## src/rtl/irq_entry_pkg.sv

```systemverilog
package irq_entry_pkg;
  typedef enum logic [2:0] {ST_IDLE, ST_ACK, ST_PUSH, ST_VEC, ST_POP} seq_state_t;
  typedef enum logic [2:0] {
    SRC_NONE, SRC_DIV, SRC_SWI, SRC_BRK, SRC_OVF, SRC_URG, SRC_MASK, SRC_STEP
  } src_t;
  localparam int IEN_BIT  = 9;
  localparam int STEP_BIT = 8;
  localparam logic [7:0] TYPE_DIV  = 8'd0;
  localparam logic [7:0] TYPE_STEP = 8'd1;
  localparam logic [7:0] TYPE_URG  = 8'd2;
  localparam logic [7:0] TYPE_BRK  = 8'd3;
  localparam logic [7:0] TYPE_OVF  = 8'd4;
endpackage

```

## src/rtl/irq_urgent_latch.sv

```systemverilog
module irq_urgent_latch (
  input  logic clk,
  input  logic rst,
  input  logic urgent_in,
  input  logic clr,
  output logic pend
);
  logic prev_q;

  always_ff @(posedge clk) begin
    if (rst) begin
      prev_q <= 1'b0;
      pend   <= 1'b0;
    end else begin
      prev_q <= urgent_in;
      if (urgent_in && !prev_q) pend <= 1'b1;
      else if (clr)             pend <= 1'b0;
    end
  end

  // a rising edge is always latched
  p_edge_latched_r4: assert property (@(posedge clk) disable iff (rst)
    (urgent_in && !prev_q) |=> pend);
endmodule

```

## src/rtl/irq_src_arbiter.sv

```systemverilog
module irq_src_arbiter
  import irq_entry_pkg::*;
#(
  parameter int TYPE_W = 8
) (
  input  logic              insn_done,
  input  logic              div_fault,
  input  logic              swi_stb,
  input  logic [TYPE_W-1:0] swi_type,
  input  logic              brk_stb,
  input  logic              ovf_stb,
  input  logic              urg_pend,
  input  logic              mreq,
  input  logic              ien,
  input  logic              step,
  output src_t              src,
  output logic [TYPE_W-1:0] src_type
);
  always_comb begin
    src      = SRC_NONE;
    src_type = '0;
    if (div_fault) begin
      src = SRC_DIV;  src_type = TYPE_W'(TYPE_DIV);
    end else if (swi_stb) begin
      src = SRC_SWI;  src_type = swi_type;
    end else if (brk_stb) begin
      src = SRC_BRK;  src_type = TYPE_W'(TYPE_BRK);
    end else if (ovf_stb) begin
      src = SRC_OVF;  src_type = TYPE_W'(TYPE_OVF);
    end else if (insn_done && urg_pend) begin
      src = SRC_URG;  src_type = TYPE_W'(TYPE_URG);
    end else if (insn_done && mreq && ien) begin
      src = SRC_MASK; src_type = '0;
    end else if (insn_done && step) begin
      src = SRC_STEP; src_type = TYPE_W'(TYPE_STEP);
    end
  end

  // the maskable source never wins while enable is low
  always_comb begin
    p_mask_needs_ien_r2: assert (src != SRC_MASK || ien);
  end
endmodule

```

## src/rtl/irq_entry_seq.sv

```systemverilog
module irq_entry_seq
  import irq_entry_pkg::*;
#(
  parameter int TYPE_W = 8,
  parameter int ADDR_W = 20,
  parameter int FLAG_W = 16
) (
  input  logic              clk,
  input  logic              rst,
  input  logic              insn_done,
  input  logic              mreq,
  input  logic              urgent_in,
  input  logic              div_fault,
  input  logic              swi_stb,
  input  logic [TYPE_W-1:0] swi_type,
  input  logic              brk_stb,
  input  logic              ovf_stb,
  input  logic              ien_set,
  input  logic              ien_clr,
  input  logic              step_set,
  input  logic              step_clr,
  input  logic [FLAG_W-1:0] flags_in,
  output logic              ack_out,
  input  logic              ack_vld,
  input  logic [TYPE_W-1:0] ack_type,
  output logic              push_req,
  output logic [FLAG_W-1:0] push_data,
  input  logic              push_done,
  input  logic              ret_req,
  output logic              pop_req,
  input  logic [FLAG_W-1:0] pop_data,
  input  logic              pop_done,
  output logic              vec_valid,
  output logic [ADDR_W-1:0] vec_addr,
  output logic              ien_flag,
  output logic              step_flag,
  output logic              busy
);
  localparam int PAD_W = ADDR_W - TYPE_W - 2;

  seq_state_t        state_q;
  src_t              src;
  logic [TYPE_W-1:0] src_type, type_q;
  logic              urg_pend, urg_clr;
  logic [FLAG_W-1:0] word_now;

  irq_urgent_latch u_urg (
    .clk(clk), .rst(rst), .urgent_in(urgent_in), .clr(urg_clr), .pend(urg_pend)
  );

  irq_src_arbiter #(.TYPE_W(TYPE_W)) u_arb (
    .insn_done(insn_done), .div_fault(div_fault), .swi_stb(swi_stb),
    .swi_type(swi_type), .brk_stb(brk_stb), .ovf_stb(ovf_stb),
    .urg_pend(urg_pend), .mreq(mreq), .ien(ien_flag), .step(step_flag),
    .src(src), .src_type(src_type)
  );

  assign urg_clr = (state_q == ST_IDLE) && (src == SRC_URG);

  always_comb begin
    word_now           = flags_in;
    word_now[IEN_BIT]  = ien_flag;
    word_now[STEP_BIT] = step_flag;
  end

  always_ff @(posedge clk) begin
    if (rst) begin
      state_q   <= ST_IDLE;
      type_q    <= '0;
      push_data <= '0;
      vec_addr  <= '0;
      ien_flag  <= 1'b0;
      step_flag <= 1'b0;
    end else begin
      case (state_q)
        ST_IDLE: begin
          if (src != SRC_NONE) begin
            type_q    <= src_type;
            push_data <= word_now;
            state_q   <= (src == SRC_MASK) ? ST_ACK : ST_PUSH;
          end else if (ret_req) begin
            state_q <= ST_POP;
          end else begin
            if (ien_set)       ien_flag  <= 1'b1;
            else if (ien_clr)  ien_flag  <= 1'b0;
            if (step_set)      step_flag <= 1'b1;
            else if (step_clr) step_flag <= 1'b0;
          end
        end
        ST_ACK: begin
          if (ack_vld) begin
            type_q  <= ack_type;
            state_q <= ST_PUSH;
          end
        end
        ST_PUSH: begin
          if (push_done) begin
            ien_flag  <= 1'b0;
            step_flag <= 1'b0;
            vec_addr  <= {{PAD_W{1'b0}}, type_q, 2'b00};
            state_q   <= ST_VEC;
          end
        end
        ST_VEC: state_q <= ST_IDLE;
        ST_POP: begin
          if (pop_done) begin
            ien_flag  <= pop_data[IEN_BIT];
            step_flag <= pop_data[STEP_BIT];
            state_q   <= ST_IDLE;
          end
        end
        default: state_q <= ST_IDLE;
      endcase
    end
  end

  assign ack_out   = (state_q == ST_ACK);
  assign push_req  = (state_q == ST_PUSH);
  assign pop_req   = (state_q == ST_POP);
  assign vec_valid = (state_q == ST_VEC);
  assign busy      = (state_q != ST_IDLE);

  // acknowledge starts only after enable was set
  p_ack_needs_ien_r2: assert property (@(posedge clk) disable iff (rst)
    $rose(ack_out) |-> $past(ien_flag));
  // acknowledge is held until the type byte arrives
  p_ack_hold_r3: assert property (@(posedge clk) disable iff (rst)
    (ack_out && !ack_vld) |=> ack_out);
  // push request and word stay steady until done
  p_push_hold_r7: assert property (@(posedge clk) disable iff (rst)
    (push_req && !push_done) |=> (push_req && $stable(push_data)));
  // flags are clear while the address is presented
  p_vec_flags_clear_r8: assert property (@(posedge clk) disable iff (rst)
    vec_valid |-> (!ien_flag && !step_flag));
  // the address strobe lasts one cycle
  p_vec_one_cycle_r8: assert property (@(posedge clk) disable iff (rst)
    vec_valid |=> !vec_valid);
  // pop request is held until done
  p_pop_hold_r10: assert property (@(posedge clk) disable iff (rst)
    (pop_req && !pop_done) |=> pop_req);
endmodule

```

## config.mk

```make
export PLATFORM = sky130hd
export DESIGN_NAME = irq_entry_seq
export DESIGN_NICKNAME = d
export VERILOG_FILES = /design/src/rtl/irq_entry_pkg.sv /design/src/rtl/irq_urgent_latch.sv /design/src/rtl/irq_src_arbiter.sv /design/src/rtl/irq_entry_seq.sv
export SDC_FILE = /design/constraint.sdc
export NUM_CORES = 1
export LEC_CHECK = 0
export BUFFER_PORTS_ARGS = -buffer_cell sky130_fd_sc_hd__clkbuf_2
export CAP_MARGIN = 20
export CORE_UTILIZATION = 45
export DETAILED_ROUTE_END_ITERATION = 8
export HOLD_SLACK_MARGIN = 0.06
export PLACE_DENSITY = 0.8
export SLEW_MARGIN = 5
export SYNTH_ARGS = -nofsm -noshare
export SYNTH_HDL_FRONTEND = slang
export SYNTH_HIERARCHICAL = 1
export SYNTH_SLANG_ARGS = --single-unit
```

## constraint.sdc

```tcl
create_clock -name clk -period 6.7 [get_ports clk]
set_input_delay 0.67 -clock clk [delete_from_list [all_inputs] [get_ports clk]]
set_output_delay 0.67 -clock clk [all_outputs]
set_load 0.01 [all_outputs]
```

==> metrics.txt <==
outcome complete, no violations; H-tree levels 2; Yosys cell types 48; crit end category primary output; Startpoint Class flip-flop; I/O pin cnt 108; cell chain of the critical path nor3b_2, clkbuf_2; Synth Register Bits 39; Initial Util 46.6%; top cell type's share of synthesized area 38.5%; post-route ant nets 0; die width 69.1 um; Site Rows 24; Synth warnings 6; CTS tree built; Num CTS Buffers 5; cells after synthesis 242; Peak VDD IR 93.7 uV; Worst Skew 0.00314 ns; Clock Latency Late Sink 0.28 ns; Hold Path Class flip-flop to flip-flop; crit path DAT 1.91 ns; drt first pass iters 6; initial detailed-routing violation count 98; post-layout util 57.3%; mean area per synthesized cell 8.38 sq um; synth-to-layout area growth 23.0%; Residual DRC 0; crit path time final 2.58 ns; setup TNS 0 ns; number of port buffers 79; most common cell in the netlist nand2_1; worst slew pin tran 0.993 ns; die height 69.1 um; first-pass GRT wire length 7130 um; Static Leak 1.13 nW; Max Clk Rate 388 MHz; GRT Overall Usage 18.3%; Worst path slowest cell nor3b_2; RSZ-0062 raised after global routing no; crit-path max FO 10; number of flops mapped to enable cells by yosys 0; hpwl dp 3140 um; final wirelength 4300 um; critical path's largest stage delay 0.86 ns; CP required 6.03 ns; ANT cells 0; Synth Cell Area 0.00203 sq mm; CTS-repair resized insts 0; normalized max-slew margin 33.5%; Synth area leader dfxtp_1; final-report hold violation count 0; prevailing post-synth register cell dfxtp_1; GP Congestion 0.844; share of cells above drive strength 1 31.9%; vias in the first global route 1631; maximum clock path buffer count 2; max-slew violation count 0; clk root buf clkbuf_8; Synth async-reset ratio 0%; Worst-path clk slew 0.07 ns; post-CTS setup buffer count 0; NumNets Final 381; initial antenna violation count 0; CTS sink count 39; setup violators final 0; drt via density 5.06; Synth area leaders dfxtp_1 38%, mux2i_1 7.9%, nand2_1 7.8%; grt ovf 0; CTS Hold Bufs 0; core area 0.00435 sq mm; max-cap check violation count 0; DR WL/cell 11.7 um; largest net degree at the start of global routing 40; Vias 1868; Final period util 38.5%; sequential area share after synthesis 38.5%; Setup Crit Path Kind flip-flop to primary output; Die Footprint 0.00478 sq mm; commonest cells in the netlist 42 x nand2_1, 39 x dfxtp_1, 26 x nor2_1; power per cell area 238 mW/mm^2
==> sequential cells by signal, summed over array words and instances, names as in the netlist <==
register      flops
ien_flag          1
push_data        16
state_q           3
step_flag         1
type_q            8
u_urg/pend        1
u_urg/prev_q      1
vec_addr          8
==> path summary, 6_finish.rpt <==
| check | start | endpoint | slack [ns] | depth (start not counted) |
|---|---|---|---|---|
| worst max-delay path | state_q[0]$_SDFFE_PP0P_ | ack_out | 4.12 | 2 |
| worst min-delay path | push_data[15]$_SDFFE_PP0N_ | push_data[15]$_SDFFE_PP0N_ | 0.45 | 2 |
| worst max register to register | ien_flag$_SDFFE_PP0P_ | push_data[13]$_SDFFE_PP0N_ | 4.43 | 7 |
| worst min register to register | push_data[15]$_SDFFE_PP0N_ | push_data[15]$_SDFFE_PP0N_ | 0.45 | 2 |
==> cell type report <==
cell class / instances / area [sq um]
fillers: 417 / 1860
multi-input cells: 179 / 1090
flip-flops and latches: 39 / 781
repair buffers: 80 / 403
clock buffers: 6 / 82.6
well taps: 52 / 65.1
inverters: 11 / 41.3
clock inverters: 2 / 35.0
==> metrics by stage <==
stage / setup slack [ns] / instances / hold WS [ns] / cell area (sq um) / total power, mW
after floorplan: 4.04 / 253 / 0.464 / 2070 / 0.366
after global placement: 4.12 / 361 / 0.441 / 2380 / 0.399
after detailed placement: 4.04 / 361 / 0.446 / 2380 / 0.402
after CTS: 4.10 / 369 / 0.456 / 2490 / 0.602
after global routing: 4.02 / 369 / 0.482 / 2490 / 0.627
final: 4.12 / 369 / 0.453 / 2490 / 0.594
==> per-layer routing <==
layer | vias up | share of wire [%] | GRT usage, %
li1 | 960 | - | -
met1 | 831 | 45 | 23.4
met2 | 72 | 47 | 30.1
met3 | 5 | 6.5 | 4.09
met4 | 0 | 1.5 | 6.80
met5 | - | 0 | 0
==> cells by family after synthesis <==
kind of cell / after synthesis / share of synthesized area (%)
other: 1 / 0.185
buffers and inverters: 35 / 9.93
multiplexers: 16 / 7.90
AO/OA/AOI/OAI: 51 / 18.1
flip-flops: 39 / 38.5
AND/OR/NAND/NOR: 99 / 24.9
XOR/XNOR: 1 / 0.432
==> power breakdown <==
group	switching, mW	internal [mW]	total [mW]
combinational	0.0731	0.0541	0.127
sequential	0.0154	0.252	0.268
clock	0.0785	0.120	0.199
==> critical path, delay by kind of cell (launching register included) <==
kind	cells	cell delay, ns
DFF	1	0.49
and+or+nand+nor	1	0.86
buffers and inverters	1	0.27
==> placed cells by master, fill, tap and decap left out, drive strengths merged, types with 3 or more instances in the layout <==
cell type,n
nor3,3
nor2,27
mux2i,16
a21oi,24
o32ai,3
inv,11
and2,6
o21ai,3
nand2,42
conb,12
clkbuf,85
a211oi,8
nand2b,3
nor3b,3
dfxtp,39
(Power assumes the default switching activity.)
